$ cat config.mk
export PLATFORM = sky130hd
export DESIGN_NAME = capcmp_timer
export DESIGN_NICKNAME = d
export VERILOG_FILES = /design/src/rtl/capcmp_timer.sv
export SDC_FILE = /design/constraint.sdc
export NUM_CORES = 1
export LEC_CHECK = 0
export ABC_AREA = 0
export ABC_CLOCK_PERIOD_IN_PS = 6320
export BUFFER_PORTS_ARGS = -buffer_cell sky130_fd_sc_hd__buf_4
export CORE_ASPECT_RATIO = 1.2
export CORE_MARGIN = 5
export CORE_UTILIZATION = 60
export DETAILED_ROUTE_END_ITERATION = 7
export PLACE_DENSITY = 0.8
export SKIP_LAST_GASP = 1
export SYNTH_ARGS = -nofsm -noshare
export SYNTH_HDL_FRONTEND = slang
export SYNTH_SLANG_ARGS = --single-unit
$ cat constraint.sdc
create_clock -name clk -period 6.32 [get_ports clk]
set_input_delay 0.632 -clock clk [delete_from_list [all_inputs] [get_ports clk]]
set_output_delay 0.632 -clock clk [all_outputs]
set_load 0.02 [all_outputs]
$ cat src/rtl/capcmp_timer.sv
module capcmp_timer #(
  parameter int BW = 8,
  parameter int PW = 3
) (
  input  logic          clk,
  input  logic          rst_n,
  input  logic          wr_en,
  input  logic [2:0]    wr_addr,
  input  logic [BW-1:0] wr_data,
  input  logic          tmr_in,
  output logic [2*BW-1:0] cap_value,
  output logic          irq,
  output logic          cap_flag
);
  localparam int CW  = 2 * BW;
  localparam int PDW = (1 << PW) - 1;

  logic          en, pol, run;
  logic [PW-1:0] psc;
  logic [BW-1:0] cnt_hi_st, cmp_hi_st;
  logic [CW-1:0] cnt, cmp;
  logic [PDW-1:0] pre;
  logic          s1, s2, s3;

  logic [PDW:0]   span, span_m1;
  logic [PDW-1:0] tmask;
  logic           tick, hit, cnt_wr;

  assign span    = {{PDW{1'b0}}, 1'b1} << psc;
  assign span_m1 = span - 1'b1;
  assign tmask   = span_m1[PDW-1:0];
  assign tick    = (pre & tmask) == tmask;
  assign hit     = pol ? (s3 & ~s2) : (~s3 & s2);
  assign cnt_wr  = wr_en && (wr_addr == 3'd2);

  always_ff @(posedge clk or negedge rst_n) begin
    if (!rst_n) begin
      {s1, s2, s3} <= '0;
      en <= 1'b0; pol <= 1'b0; psc <= '0; run <= 1'b0;
      cnt_hi_st <= '0; cmp_hi_st <= '0;
      cnt <= '0; cmp <= '0; pre <= '0;
      cap_value <= '0; irq <= 1'b0; cap_flag <= 1'b0;
    end else begin
      s1 <= tmr_in; s2 <= s1; s3 <= s2;
      irq <= 1'b0;
      if (wr_en) begin
        case (wr_addr)
          3'd0: begin en <= wr_data[0]; pol <= wr_data[1]; psc <= wr_data[2 +: PW]; end
          3'd1: cnt_hi_st <= wr_data;
          3'd3: cmp_hi_st <= wr_data;
          3'd4: cmp <= {cmp_hi_st, wr_data};
          default: ;
        endcase
      end
      if (cnt_wr) cnt <= {cnt_hi_st, wr_data};
      if (!en) begin
        run <= 1'b0;
        pre <= '0;
      end else if (!run) begin
        if (hit) begin
          run <= 1'b1;
          pre <= '0;
        end
      end else if (hit) begin
        cap_value <= cnt;
        cnt       <= CW'(1);
        irq       <= 1'b1;
        cap_flag  <= 1'b1;
        pre       <= '0;
      end else begin
        pre <= pre + 1'b1;
        if (tick) begin
          if (cnt == cmp) begin
            cnt      <= CW'(1);
            irq      <= 1'b1;
            cap_flag <= 1'b0;
          end else begin
            cnt <= cnt + 1'b1;
          end
        end
      end
    end
  end

  p_idle_quiet_r1: assert property (@(posedge clk) disable iff (!rst_n)
    !run |=> !irq);
  p_cap_with_irq_r3: assert property (@(posedge clk) disable iff (!rst_n)
    !$stable(cap_value) |-> (irq && cap_flag));
  p_restart_one_r4: assert property (@(posedge clk) disable iff (!rst_n)
    irq |-> (cnt == CW'(1)));
  p_flag_moves_r5: assert property (@(posedge clk) disable iff (!rst_n)
    !$stable(cap_flag) |-> irq);
  p_disarm_r8: assert property (@(posedge clk) disable iff (!rst_n)
    !en |=> !run);
endmodule

==> flow_summary_export.csv <==
group,metric,value,unit
worst_setup_path,arrival,2.63,ns
place,final_gp_congestion,0.969,
detailed_routing,drt_iter0_drc,321,
final_layout,multiInputGateArea,0.00179,mm²
global_route,grt_pass1_vias,2801,
global_route,initial_antenna_violation_count,0,
place,port_buffers,32,
timing,worst_pin_slew,1.12,ns
clocking,clock_latency,0.35,ns
clocking,setup_repair_bufs_after_cts,0,
timing,grt_setup_unrepaired,"no",
floorplanning,floorplan.io_pins,33,
detailed_routing,firstDrtPassIters,5,
timing,period_share,37.4,%
synth,synth_simple_gate_area_share,12.3,%
timing,post-route-min-period,2.37,ns
final_layout,seqCellArea,0.00205,mm²
synth,synthesis.area_per_instance,11.6,µm²
final_layout,mostFrequentLayoutCells,"82 x sky130_fd_sc_hd__dfrtp_1, 53 x sky130_fd_sc_hd__mux2_2, 36 x sky130_fd_sc_hd__buf_4",
timing,finalSetupTns,0,ns
detailed_routing,drc_errors,0,
final_layout,most_common_cell_after_layout_fill_and_taps_aside,"sky130_fd_sc_hd__dfrtp_1",
timing,fmax,423,MHz
synth,ys_types,46,
final_layout,fin_area,0.00441,mm²
floorplanning,floorplan.die.width,83.7,µm
clocking,post_cts_hold_buffer_count,0,
synth,ys.flop_type,"sky130_fd_sc_hd__dfrtp_1",
worst_setup_path,start_kind,"flip-flop",
synth,synth_top_cell_by_area,"sky130_fd_sc_hd__dfrtp_1",
timing,timing_hold_violations_final,0,
synth,async_flop_share,100,%
worst_setup_path,critPathSlowestCell,"sky130_fd_sc_hd__or3_1",
synth,netlist_instances,336,
timing,max-slew-margin-rel,24.0,%
run,maxCapViolCount,0,
worst_setup_path,worstPathCellList,"nor2b_1 > o221a_2 > or3_1 > or3_1 > o32a_1 > o22ai_1",
worst_setup_path,cp_num_buf_inv,0,
synth,ys_ff_latch,82,
run_status,run_status,"finished, final reports clean",
final_layout,nets,383,
worst_setup_path,critical_path.max_stage_delay,0.56,ns
synth,synth.mux.area_fraction,17.6,%
synth,post_synthesis_compound_gate_area_fraction,9.15,%
global_route,track_usage,21.5,%
synth,largest_family_of_logic_cells_by_synthesized_area,"multiplexers",
place,hpwl,5970,µm
worst_setup_path,timing.critical_path.max_delay_family,"simple AND/OR/NAND/NOR gates",
synth,synth_adder_area_share,0.640,%
worst_setup_path,timing.critical_path.fanout_max,9,
floorplanning,floorplan.die.height,98.4,µm
worst_setup_path,data_required_critical_path,6.59,ns
clocking,htreeDepth,3,
final_layout,area_delta_synth_final,12.7,%
clocking,cts_inserted_buffers,9,
synth,sequential_area_share_after_synthesis,52.5,%
clocking,post_cts_resized,0,
power_and_ir_drop,power_density,381,mW/mm²
place,detailed_place.area,0.00423,mm²
final_layout,insertedDiodeCount,0,
synth,synthesis.yosys.warnings,0,
worst_setup_path,timing.critical_path.to_type,"flip-flop",
timing,setup_violations,0,
synth,synth.cell_area,0.00391,mm²
global_route,grt_overflow_total,0,
power_and_ir_drop,power.static_leakage,0.00191,µW
detailed_routing,drt-vias-per-instance,6.02,
final_layout,final-instance-count-excl-fill,456,
floorplanning,initial_core_util,61.0,%
detailed_routing,routed-via-count,2744,
hold_path,worst_hold_path_type,"reg2reg",
clocking,clock_path_buffers,2,
synth,synth-edff-count,0,
final_layout,drive_above_1_share,29.9,%
clocking,cts_num_sinks,82,
detailed_routing,finalWirelength,8190,µm
final_layout,num-fill-cells,506,
floorplanning,die_area,0.00824,mm²
clocking,cts_root_buffer,"sky130_fd_sc_hd__clkbuf_8",
synth,synthesis.nets,353,
place,numPlacedInstances,440,
detailed_routing,number_of_nets_still_failing_antenna_checks_after_routing,0,
synth,synthesized_area_fraction_occupied_by_xor_and_xnor_cells,5.83,%
global_route,wire_length_of_the_first_global_routing_pass,14000,µm
clocking,clock_transition_at_the_registers_of_the_reported_paths,0.08,ns
power_and_ir_drop,worst_ir_drop_vdd,0.193,mV
timing,timing.clock.skew,0.00804,ns
synth,synth_largest_type_area_fraction,52.5,%
global_route,maximum_number_of_pins_on_one_net_before_global_route_repair,83,
worst_setup_path,cpMostUsedCell,"sky130_fd_sc_hd__or3_1",
floorplanning,placement_rows,32,
worst_setup_path,critical_path_class,"reg2reg",
detailed_routing,routed_wire_per_std_cell,18.0,µm
clocking,tritoncts,"yes",
timing,timing.final.max_slew_violations,0,
synth,synth_area_leaders,"sky130_fd_sc_hd__dfrtp_1 52%, sky130_fd_sc_hd__mux2_2 15%, sky130_fd_sc_hd__xnor2_1 4.5%",
floorplanning,coreArea,0.00641,mm²
==> per-layer routing <==
| layer | GRT usage, % | routed length [µm] | up-vias |
|---|---|---|---|
| li1 | - | - | 1264 |
| met1 | 28.5 | 3640 | 1364 |
| met2 | 33.9 | 3890 | 95 |
| met3 | 3.51 | 430 | 21 |
| met4 | 11.6 | 235 | 0 |
| met5 | 0 | 0 | - |
==> report_power, final <==
part | switching (µW) | leakage (µW) | total (µW) | internal, µW
Sequential | 162 | 0.00103 | 834 | 672
Clock | 198 | 0.0000822 | 343 | 145
Combinational | 234 | 0.000797 | 499 | 265
==> area by class of cell <==
type | instances | share of cell area [%]
multi-input cells | 235 | 40.7
flip-flops and latches | 82 | 46.6
clock buffers | 9 | 2.81
clock inverters | 7 | 1.22
inverters | 2 | 0.170
repair buffers | 36 | 6.13
well taps | 85 | 2.41
==> synthesized netlist by cell type (2+ instances only) <==
master / count
sky130_fd_sc_hd__a21boi_0: 2
sky130_fd_sc_hd__a21o_1: 3
sky130_fd_sc_hd__a21oi_1: 17
sky130_fd_sc_hd__a221o_1: 5
sky130_fd_sc_hd__and2_1: 4
sky130_fd_sc_hd__and3_1: 3
sky130_fd_sc_hd__clkbuf_1: 14
sky130_fd_sc_hd__dfrtp_1: 82
sky130_fd_sc_hd__ha_1: 2
sky130_fd_sc_hd__inv_1: 2
sky130_fd_sc_hd__mux2_2: 53
sky130_fd_sc_hd__mux2i_1: 9
sky130_fd_sc_hd__nand2_1: 20
sky130_fd_sc_hd__nand2b_1: 7
sky130_fd_sc_hd__nand3_1: 8
sky130_fd_sc_hd__nand4_1: 9
sky130_fd_sc_hd__nor2_1: 23
sky130_fd_sc_hd__nor2b_1: 2
sky130_fd_sc_hd__nor3_1: 2
sky130_fd_sc_hd__nor4bb_1: 2
sky130_fd_sc_hd__o21ai_0: 4
sky130_fd_sc_hd__o22ai_1: 8
sky130_fd_sc_hd__o32ai_1: 2
sky130_fd_sc_hd__or2_2: 3
sky130_fd_sc_hd__or3_1: 5
sky130_fd_sc_hd__xnor2_1: 20
sky130_fd_sc_hd__xor2_1: 6
==> logic make-up after synthesis <==
| logic type | count (synthesis) |
|---|---|
| xor+xnor | 26 |
| flops | 82 |
| mux | 62 |
| simple gates | 93 |
| fa+ha+maj | 2 |
| buf+inv | 19 |
| compound gates | 52 |
==> stage by stage <==
stage	setup slack (ns)	hold WS (ns)	power, µW	utilization (%)
finish	3.95	0.374	1680	68.8
CTS	3.97	0.367	1690	68.8
global route	3.84	0.371	1780	68.8
floorplan	4.19	0.331	1150	-
detailed placement	3.99	0.351	1340	66.0
global placement	4.06	0.333	1320	66.0
==> registers in the layout, indices dropped and copies added, names as in the netlist, 3 cells and up <==
| register | flops |
|---|---|
| cap_value | 16 |
| cmp | 16 |
| cnt | 16 |
| cmp_hi_st | 8 |
| cnt_hi_st | 8 |
| pre | 7 |
| psc | 3 |
==> path summary, 6_finish.rpt <==
check	cells past startpoint	endpoint	start	slack [ns]
min	0	s2$_DFF_PN0_	s1$_DFF_PN0_	0.37
min in group asynchronous	1	pre[6]$_DFFE_PN0P_	rst_n	0.45
max in group asynchronous	1	cnt[3]$_DFF_PN0_	rst_n	5.28
max	6	cnt[11]$_DFF_PN0_	psc[2]$_DFFE_PN0P_	3.95
min reg2reg	0	s2$_DFF_PN0_	s1$_DFF_PN0_	0.37
max reg2reg	6	cnt[11]$_DFF_PN0_	psc[2]$_DFFE_PN0P_	3.95
(Power assumes the default switching activity.)
